## src/rtl/pgs_pkg.sv

```systemverilog
package pgs_pkg;

  typedef enum logic [1:0] {
    ST_IDLE = 2'd0,
    ST_WAIT = 2'd1,
    ST_PLAY = 2'd2,
    ST_DONE = 2'd3
  } seq_st_e;

  typedef enum logic [1:0] {
    JM_NONE   = 2'd0,
    JM_IF     = 2'd1,
    JM_ALWAYS = 2'd2,
    JM_RSVD   = 2'd3
  } jmp_e;

endpackage

```

## src/rtl/pgs_regfile.sv

```systemverilog
module pgs_regfile #(
  parameter int DEPTH = 16,
  parameter int WIDTH = 8,
  localparam int AW = $clog2(DEPTH)
) (
  input  logic             clk,
  input  logic             we,
  input  logic [AW-1:0]    waddr,
  input  logic [WIDTH-1:0] wdata,
  input  logic [AW-1:0]    raddr,
  output logic [WIDTH-1:0] rdata
);

  logic [WIDTH-1:0] mem [DEPTH];

  always_ff @(posedge clk) begin
    if (we) mem[waddr] <= wdata;
  end

  // read in the same cycle so a new line can be loaded without a gap
  assign rdata = mem[raddr];

endmodule

```

## src/rtl/pgs_play_ctr.sv

```systemverilog
module pgs_play_ctr #(
  parameter int LEN_W = 8,
  parameter int RPT_W = 16
) (
  input  logic             clk,
  input  logic             rst_n,
  input  logic             load,
  input  logic             adv,
  input  logic [LEN_W-1:0] len_m1,
  input  logic [RPT_W-1:0] rpt_m1,
  input  logic             rpt_inf,
  output logic [LEN_W-1:0] word,
  output logic             last_word,
  output logic             last_rep
);

  logic [LEN_W-1:0] word_q;
  logic [RPT_W-1:0] rep_q;

  assign word      = word_q;
  assign last_word = (word_q == len_m1);
  assign last_rep  = !rpt_inf && (rep_q == rpt_m1);

  always_ff @(posedge clk or negedge rst_n) begin
    if (!rst_n) begin
      word_q <= '0;
      rep_q  <= '0;
    end else if (load) begin
      word_q <= '0;
      rep_q  <= '0;
    end else if (adv) begin
      if (last_word) begin
        word_q <= '0;
        if (!rpt_inf && !last_rep) rep_q <= rep_q + RPT_W'(1);
      end else begin
        word_q <= word_q + LEN_W'(1);
      end
    end
  end

endmodule

```

## src/rtl/pgs_sequencer.sv

```systemverilog
module pgs_sequencer
  import pgs_pkg::*;
#(
  parameter int SEQ_DEPTH = 16,
  parameter int BLK_DEPTH = 8,
  parameter int PA_W      = 12,
  parameter int LEN_W     = 8,
  parameter int RPT_W     = 16,
  localparam int SEQ_W    = $clog2(SEQ_DEPTH),
  localparam int BLK_W    = $clog2(BLK_DEPTH),
  localparam int F_LAST   = 0,
  localparam int F_WAIT   = 1,
  localparam int F_SIG    = 2,
  localparam int F_JM     = 3,
  localparam int F_TGT    = 5,
  localparam int F_RPT    = F_TGT + SEQ_W,
  localparam int F_INF    = F_RPT + RPT_W,
  localparam int F_BLK    = F_INF + 1,
  localparam int LINE_W   = F_BLK + BLK_W,
  localparam int DESC_W   = LEN_W + PA_W
) (
  input  logic              clk,
  input  logic              rst_n,
  input  logic              run,
  input  logic              step_mode,
  input  logic              step_sat,
  input  logic              evt_in,
  input  logic              seq_we,
  input  logic [SEQ_W-1:0]  seq_waddr,
  input  logic [LINE_W-1:0] seq_wdata,
  input  logic              blk_we,
  input  logic [BLK_W-1:0]  blk_waddr,
  input  logic [DESC_W-1:0] blk_wdata,
  output logic              pat_valid,
  input  logic              pat_ready,
  output logic [PA_W-1:0]   pat_addr,
  output logic              sig_out,
  output logic              done
);

  seq_st_e           st_q;
  logic [SEQ_W-1:0]  idx_q;
  logic [SEQ_W-1:0]  rd_idx;
  logic [LINE_W-1:0] nxt_line;
  logic [DESC_W-1:0] nxt_desc;

  // fields of the line now active
  logic              cur_sig_q;
  logic              cur_last_q;
  logic              cur_inf_q;
  jmp_e              cur_jm_q;
  logic [SEQ_W-1:0]  cur_tgt_q;
  logic [RPT_W-1:0]  cur_rpt_q;
  logic [PA_W-1:0]   start_q;
  logic [LEN_W-1:0]  len_q;

  logic [LEN_W-1:0]  word;
  logic              last_word;
  logic              last_rep;

  logic evt;
  logic beat;
  logic rep_end;
  logic jmp_chk;
  logic take;
  logic line_end;
  logic final_line;
  logic enter;

  assign evt        = step_mode ? step_sat : evt_in;
  assign beat       = (st_q == ST_PLAY) && pat_ready;
  assign rep_end    = beat && last_word;
  assign jmp_chk    = rep_end && (last_rep || cur_inf_q);
  assign take       = jmp_chk &&
                      ((cur_jm_q == JM_ALWAYS) || ((cur_jm_q == JM_IF) && evt));
  assign line_end   = rep_end && last_rep && !take;
  assign final_line = cur_last_q || (idx_q == SEQ_W'(SEQ_DEPTH - 1));
  assign enter      = run && ((st_q == ST_IDLE) || take || (line_end && !final_line));

  always_comb begin
    if (st_q == ST_IDLE)  rd_idx = '0;
    else if (take)        rd_idx = cur_tgt_q;
    else                  rd_idx = idx_q + SEQ_W'(1);
  end

  pgs_regfile #(.DEPTH(SEQ_DEPTH), .WIDTH(LINE_W)) u_seq (
    .clk   (clk),
    .we    (seq_we),
    .waddr (seq_waddr),
    .wdata (seq_wdata),
    .raddr (rd_idx),
    .rdata (nxt_line)
  );

  pgs_regfile #(.DEPTH(BLK_DEPTH), .WIDTH(DESC_W)) u_blk (
    .clk   (clk),
    .we    (blk_we),
    .waddr (blk_waddr),
    .wdata (blk_wdata),
    .raddr (nxt_line[F_BLK +: BLK_W]),
    .rdata (nxt_desc)
  );

  pgs_play_ctr #(.LEN_W(LEN_W), .RPT_W(RPT_W)) u_ctr (
    .clk       (clk),
    .rst_n     (rst_n),
    .load      (enter),
    .adv       (beat),
    .len_m1    (len_q),
    .rpt_m1    (cur_rpt_q),
    .rpt_inf   (cur_inf_q),
    .word      (word),
    .last_word (last_word),
    .last_rep  (last_rep)
  );

  always_ff @(posedge clk or negedge rst_n) begin
    if (!rst_n) begin
      st_q       <= ST_IDLE;
      idx_q      <= '0;
      cur_sig_q  <= 1'b0;
      cur_last_q <= 1'b0;
      cur_inf_q  <= 1'b0;
      cur_jm_q   <= JM_NONE;
      cur_tgt_q  <= '0;
      cur_rpt_q  <= '0;
      start_q    <= '0;
      len_q      <= '0;
    end else if (!run) begin
      st_q <= ST_IDLE;
    end else if (enter) begin
      st_q       <= nxt_line[F_WAIT] ? ST_WAIT : ST_PLAY;
      idx_q      <= rd_idx;
      cur_sig_q  <= nxt_line[F_SIG];
      cur_last_q <= nxt_line[F_LAST];
      cur_inf_q  <= nxt_line[F_INF];
      cur_jm_q   <= jmp_e'(nxt_line[F_JM +: 2]);
      cur_tgt_q  <= nxt_line[F_TGT +: SEQ_W];
      cur_rpt_q  <= nxt_line[F_RPT +: RPT_W];
      start_q    <= nxt_desc[LEN_W +: PA_W];
      len_q      <= nxt_desc[LEN_W-1:0];
    end else if ((st_q == ST_WAIT) && evt) begin
      st_q <= ST_PLAY;
    end else if (line_end) begin
      st_q <= ST_DONE;
    end
  end

  assign pat_valid = (st_q == ST_PLAY);
  assign pat_addr  = start_q + PA_W'(word);
  assign sig_out   = ((st_q == ST_WAIT) || (st_q == ST_PLAY)) && cur_sig_q;
  assign done      = (st_q == ST_DONE);

endmodule

```

## config.mk

```make
export PLATFORM = sky130hd
export DESIGN_NAME = pgs_sequencer
export DESIGN_NICKNAME = d
export VERILOG_FILES = /design/src/rtl/pgs_pkg.sv /design/src/rtl/pgs_regfile.sv /design/src/rtl/pgs_play_ctr.sv /design/src/rtl/pgs_sequencer.sv
export SDC_FILE = /design/constraint.sdc
export NUM_CORES = 1
export LEC_CHECK = 0
export ABC_AREA = 1
export BUFFER_PORTS_ARGS = -buffer_cell sky130_fd_sc_hd__buf_2
export CAP_MARGIN = 20
export CORE_ASPECT_RATIO = 0.8
export CORE_UTILIZATION = 50
export DETAILED_ROUTE_END_ITERATION = 7
export PLACE_DENSITY = 0.63
export SYNTH_ARGS = -nofsm -noshare
export SYNTH_HDL_FRONTEND = slang
export SYNTH_SLANG_ARGS = --single-unit
```

## constraint.sdc

```tcl
create_clock -name clk -period 3.2 [get_ports clk]
set_input_delay 0.64 -clock clk [delete_from_list [all_inputs] [get_ports clk]]
set_output_delay 0.64 -clock clk [all_outputs]
set_load 0.1 [all_outputs]
```

; Word-level counts from Yosys, hierarchy flattened
; Memories as Yosys holds them, arrays and structs flattened. A register that Yosys moved wholly into a read port is not among the register bits.
; Index checks and enable logic that the tools add are counted.
[totals]
reg_bits = 55
latch_bits = 0
ram_bits = 624
rom_bits = 0
out_inout_bits = 15
memories = 2
[memory_table]
columns = memory, depth, width, read_ports, rd_ports_with_merged_regs, write_ports, line
row1 = u_seq.mem, 16, 29, 1, 0, 1, pgs_regfile.sv:14  ; logic [WIDTH-1:0] mem [DEPTH];
row2 = u_blk.mem, 8, 20, 1, 1, 1, pgs_regfile.sv:14
[op_classes]
addsub = 4
mul = 0
n_div = 0
magnitude_cmp = 0
eq_ne = 9
n_shift = 0
muxes = 19
bitwise = 0
reduce_logical = 30
[op_table]
columns = cell, n
row1 = $mux 16, 4
row2 = $mux 8, 3
row3 = $add 16x1->16 const B, 1
row4 = $eq 16x16->1, 1
row5 = $logic_and 1x1->1, 13
row6 = $add 12x8->12, 1
row7 = $mux 2, 5
row8 = $add 8x1->8 const B, 1
row9 = $eq 8x8->1, 1
row10 = $mux 4, 2
row11 = $eq 2x2->1 const B, 3
row12 = $logic_or 1x1->1, 6
row13 = $reduce_bool 2->1, 3
row14 = $logic_not 1->1, 5
row15 = $mux 1, 5
row16 = $add 4x1->4 const B, 1
row17 = $eq 2x1->1 const B, 2
row18 = $eq 4x4->1 const B, 1
row19 = $ne 4x1->1 const B, 1
row20 = $reduce_and 3->1, 1
row21 = $logic_not 2->1, 1
row22 = $reduce_and 2->1, 1

; Logic depth before layout (Yosys ltp)
[depth]
depth_word = 12
ltp_mapped = 24
ltp_nobuf = 22

; Modules after synthesis
; From an unflattened synthesis, not the netlist that was laid out.
[unflattened]
cells_unflattened = 3249
area_unflattened_um2 = 31669.1
[modules_own_cells]
columns = module, n_inst, cells_per_inst, area_per_inst_um2, seq_area_each_um2
row1 = pgs_regfile at u_seq, 1, 1895, 20021.7, 13933.4
row2 = pgs_regfile at u_blk, 1, 710, 7059.3, 4804.6
row3 = pgs_sequencer, 1, 323, 2651.3, 1276.2
row4 = pgs_play_ctr, 1, 321, 1936.9, 600.6

; Worst setup path after synthesis
; OpenSTA, ideal clock, no wires.
[synth_timing]
path_kind = reg-to-output
startpoint = reg u_ctr.word_q[2] (netlist: u_ctr.word[2])
endpoint = out pat_addr[11]
t_arrival_ps = 3361
slack_ps = -801
path_stages_with_launch = 12
n_path_buf = 0
cell_sequence = dfrtp_1 -> ha_1 -> nand2_1 -> nor2_1 -> a211oi_1 -> o21ai_0 -> a21oi_1 -> o21bai_1 -> a21oi_1 -> nor2_1 -> nand3_1 -> xnor2_1
[synth_via]
elab_chain_len = 1
[synth_rtl]
columns = item, line
row1 = "start, declared", pgs_play_ctr.sv:17  ; logic [LEN_W-1:0] word_q;
row2 = "start signal, assigned", pgs_play_ctr.sv:36  ; word_q <= word_q + LEN_W'(1);
row3 = $add 12x8->12, pgs_sequencer.sv:150  ; assign pat_addr = start_q + PA_W'(word);
row4 = "end, declared", pgs_sequencer.sv:36  ; output logic [PA_W-1:0] pat_addr,
; No other way between the ends.

; Worst setup path after layout
[layout_timing]
startpoint = reg start_q[1]
endpoint = out pat_addr[9]
[layout_via]
elab_chain_len = 1
[layout_rtl]
columns = item, line
row1 = "start, declared", pgs_sequencer.sv:54  ; logic [PA_W-1:0] start_q;
row2 = "start signal, assigned", pgs_sequencer.sv:140  ; start_q <= nxt_desc[LEN_W +: PA_W];
row3 = $add 12x8->12, pgs_sequencer.sv:150
; No other way between the ends.

==> summary.txt <==
Power
  • Leakage power: 13.3 nW
  • Pwr per Cell Area: 955 nW/um^2
  • Tot Pwr: 33.2 mW
  • Maximum VDD drop: 1630 uV

Logic synthesis
  • Seq/Total Area, Yosys: 70.2%
  • Syn Inst Count: 2459
  • Ranking of synthesized cells by area: edfxtp_1, nand2_1, dfrtp_1
  • Async set-reset flop share out of synthesis: 10.7%
  • Yosys top cell area share: 63.8%
  • Mapped Nets: 2540
  • #FFs+latches synth: 699
  • Yosys warnings: 0
  • Avg Cell Area, Syn: 11.9 sq um
  • Area leader, netlist: edfxtp_1
  • Main synth FF type: edfxtp_1
  • EDFF count, synth: 624
  • Mapped cell area: 29400 sq um
  • Distinct cells, synth: 41

Critical path
  • CP Launch Type: flop
  • CP arrival: 2780 ps
  • Worst Path Required: 2560 ps
  • CP Cell Sequence: ha_1 > nand2_2 > nor2_2 > a211oi_2 > o21ai_2 > a21oi_1 > o21bai_1 > a21oi_1 > nor2_1 > buf_4 > xor2_4 > buf_12
  • Critical path's largest stage delay: 440 ps
  • CP top delay family: compound AO/OA/AOI/OAI gates
  • CP max-delay cell: dfrtp_1
  • Critical path buffers and inverters: 2
  • Worst reg-to-reg setup slack: 60 ps
  • WS Path Type: reg -> out
  • CP Capture Type: output pin
  • Crit path max fanout: 3
  • Most frequent CP cell: a21oi_1

Global routing
  • Largest net degree at the start of global routing: 73
  • GRT Total Usage: 25.4%
  • First-pass GRT wire length: 113 mm
  • Initial antenna violation count: 9
  • Vias in the first global route: 18.8k
  • Gr ovfl total: 0

Timing
  • Final Hold Slack: 29.3 ps
  • Achievable Freq: 293 MHz
  • RSZ-0062 raised after global routing: yes
  • Clock skew: 31.8 ps
  • Rel. slew slack: 52.9%
  • Final worst path period need: 3420 ps
  • Worst setup margin: -218 ps
  • Final setup TNS: -872 ps
  • Slew Limit Fails: 0
  • Fin crit share: 107%
  • Worst-Margin Slew: 706 ps
  • Final Hold Viols: 0
  • Final setup fails: 5

Floorplanning
  • Area of the core: 58100 sq um
  • DIE AREA: 59700 sq um
  • Row Count: 79
  • Initial Utilization: 50.5%
  • I/O pins: 80
  • Die Height: 219 um
  • Die span in x: 273 um

Status
  • Failing checks: negative setup slack
  • Status: finished with violations

Clock tree
  • H-tree levels: 3
  • Hold Buf Count CTS: 0
  • Worst-skew pair later-pin latency: 630 ps
  • CTS tree: done
  • Clk pin slew, worst setup/hold paths: 60 ps
  • Clock Path Buffers: 3
  • CTS root buf: clkbuf_16
  • CTS Sinks: 699
  • Cts bufs inserted: 70

Placement
  • Placer Congestion: 0.857
  • Placed Cells incl. Taps: 3293
  • DP HPWL: 42.3 mm
  • Placed Area: 31600 sq um
  • I/O Buffers: 79

Layout
  • Share of post-route cells with drive strength above 1: 18.2%
  • Final Instance Area: 34800 sq um
  • Area Overhead vs Synth: 18.5%
  • Final layout net count: 2720
  • Final cell count without fillers: 3467

Drt
  • Vias post-DR: 19.9k
  • Iter 0 DRT Violations: 2228
  • Overall routed net length: 75.6 mm
  • Via-to-Cell Ratio: 5.73
  • Avg WL per Cell: 21.8 um
  • Final antenna-violating net count: 0
  • TritonRoute pass-1 iters: 6
  • Residual DRC: 0

Worst hold path
  • Min-Delay Path Class: in -> async

Flow run
  • Max-cap violations: 0
## worst paths after layout
kind | startpoint | end | depth (start not counted)
setup / recovery | start_q[1] | pat_addr[9] | 12
hold / removal | rst_n | st_q[0] | 1
setup reg to reg | u_ctr.word[3] | len_q[5] | 23
hold reg to reg | len_q[7] | len_q[7] | 2
max in group asynchronous | rst_n | cur_rpt_q[11] | 2
min in group clk | blk_wdata[11] | u_blk.mem[2][11] | 1
## synthesized netlist by cell type (all sizes together), types with 6 or more instances
cell type and instances:
nor2 84, clkbuf 36, inv 176, xor2 14
nand2 584, buf 107, xnor2 7, nand4 21
dfrtp 75, nand3 232, edfxtp 624, a31oi 20
nand3b 55, ha 15, a21oi 204, a22oi 50
nor3 14, a32o 12, o211ai 55, a22o 38
o21ai 16, nor4 6
## flip-flops by register name (all words and copies together), names as in the netlist
register / flops
u_ctr.rep_q: 16
cur_rpt_q: 16
cur_last_q: 1
u_blk.mem: 160
u_ctr.word: 8
cur_tgt_q: 4
cur_inf_q: 1
st_q: 2
idx_q: 4
cur_jm_q: 2
len_q: 8
cur_sig_q: 1
start_q: 12
u_seq.mem: 464
## stage by stage
step                      utilization (%)  worst slack (ps)
after detailed placement             54.4              -492
after global placement               54.4              -436
after CTS                            58.7              -203
final                                59.8              -218
after global routing                 59.8              -372
after floorplan                         -              -325
## metal layers
layer  up-vias  routed length (um)  track usage, %
li1       9163                   -               -
met1      9780               33200            36.8
met2       796               34600            39.5
met3       129                6150            4.44
met4         8                1630            6.99
met5         -                  57               0
## cell usage in the layout, fill, tap and decap left out, drive strengths merged
cell type and n:
a31oi 20, buf 243, a22oi 50, o211ai 55
nor4 6, xnor2 7, o21ai 16, a22o 38
dfrtp 75, clkinv 25, nand4 21, o21bai 1
nand2 584, edfxtp 624, nand3b 55, a32o 12
a21oi 204, or2 4, diode 4, clkbuf 100
nor3 14, fa 1, a211oi 4, clkinvlp 3
inv 180, nor2 84, nor3b 2, nand3 235
ha 15, o31ai 2, xor2 14
## cells by family after synthesis
logic type      share of synthesized area (%)
simple gates                             15.1
flops                                    70.2
compound gates                           8.60
buf+inv                                  4.71
xor+xnor                                0.627
fa+ha+maj                               0.708
## area by class of cell
type	count	area (sq um)
inverters	176	682
diodes	4	10.0
well taps	769	962
multi-input cells	1444	7970
clock buffers	95	1960
clock inverters	32	230
fillers	4520	23400
flip-flops and latches	699	20600
repair buffers	248	2330
## timing repair
| action | in CTS | in global routing |
|---|---|---|
| cloned | 4 | 5 |
| endpoints found under the setup margin | 29 | 55 |
| pin swaps | 6 | 45 |
| resized for setup | 28 | 104 |
| buffers inserted | 12 | 28 |
## where the power goes
part / switching, mW / internal [mW]
logic: 8.83 / 5.45
registers: 0.619 / 10.5
clock network: 3.49 / 4.35
Power figures use the tool's default switching activity.
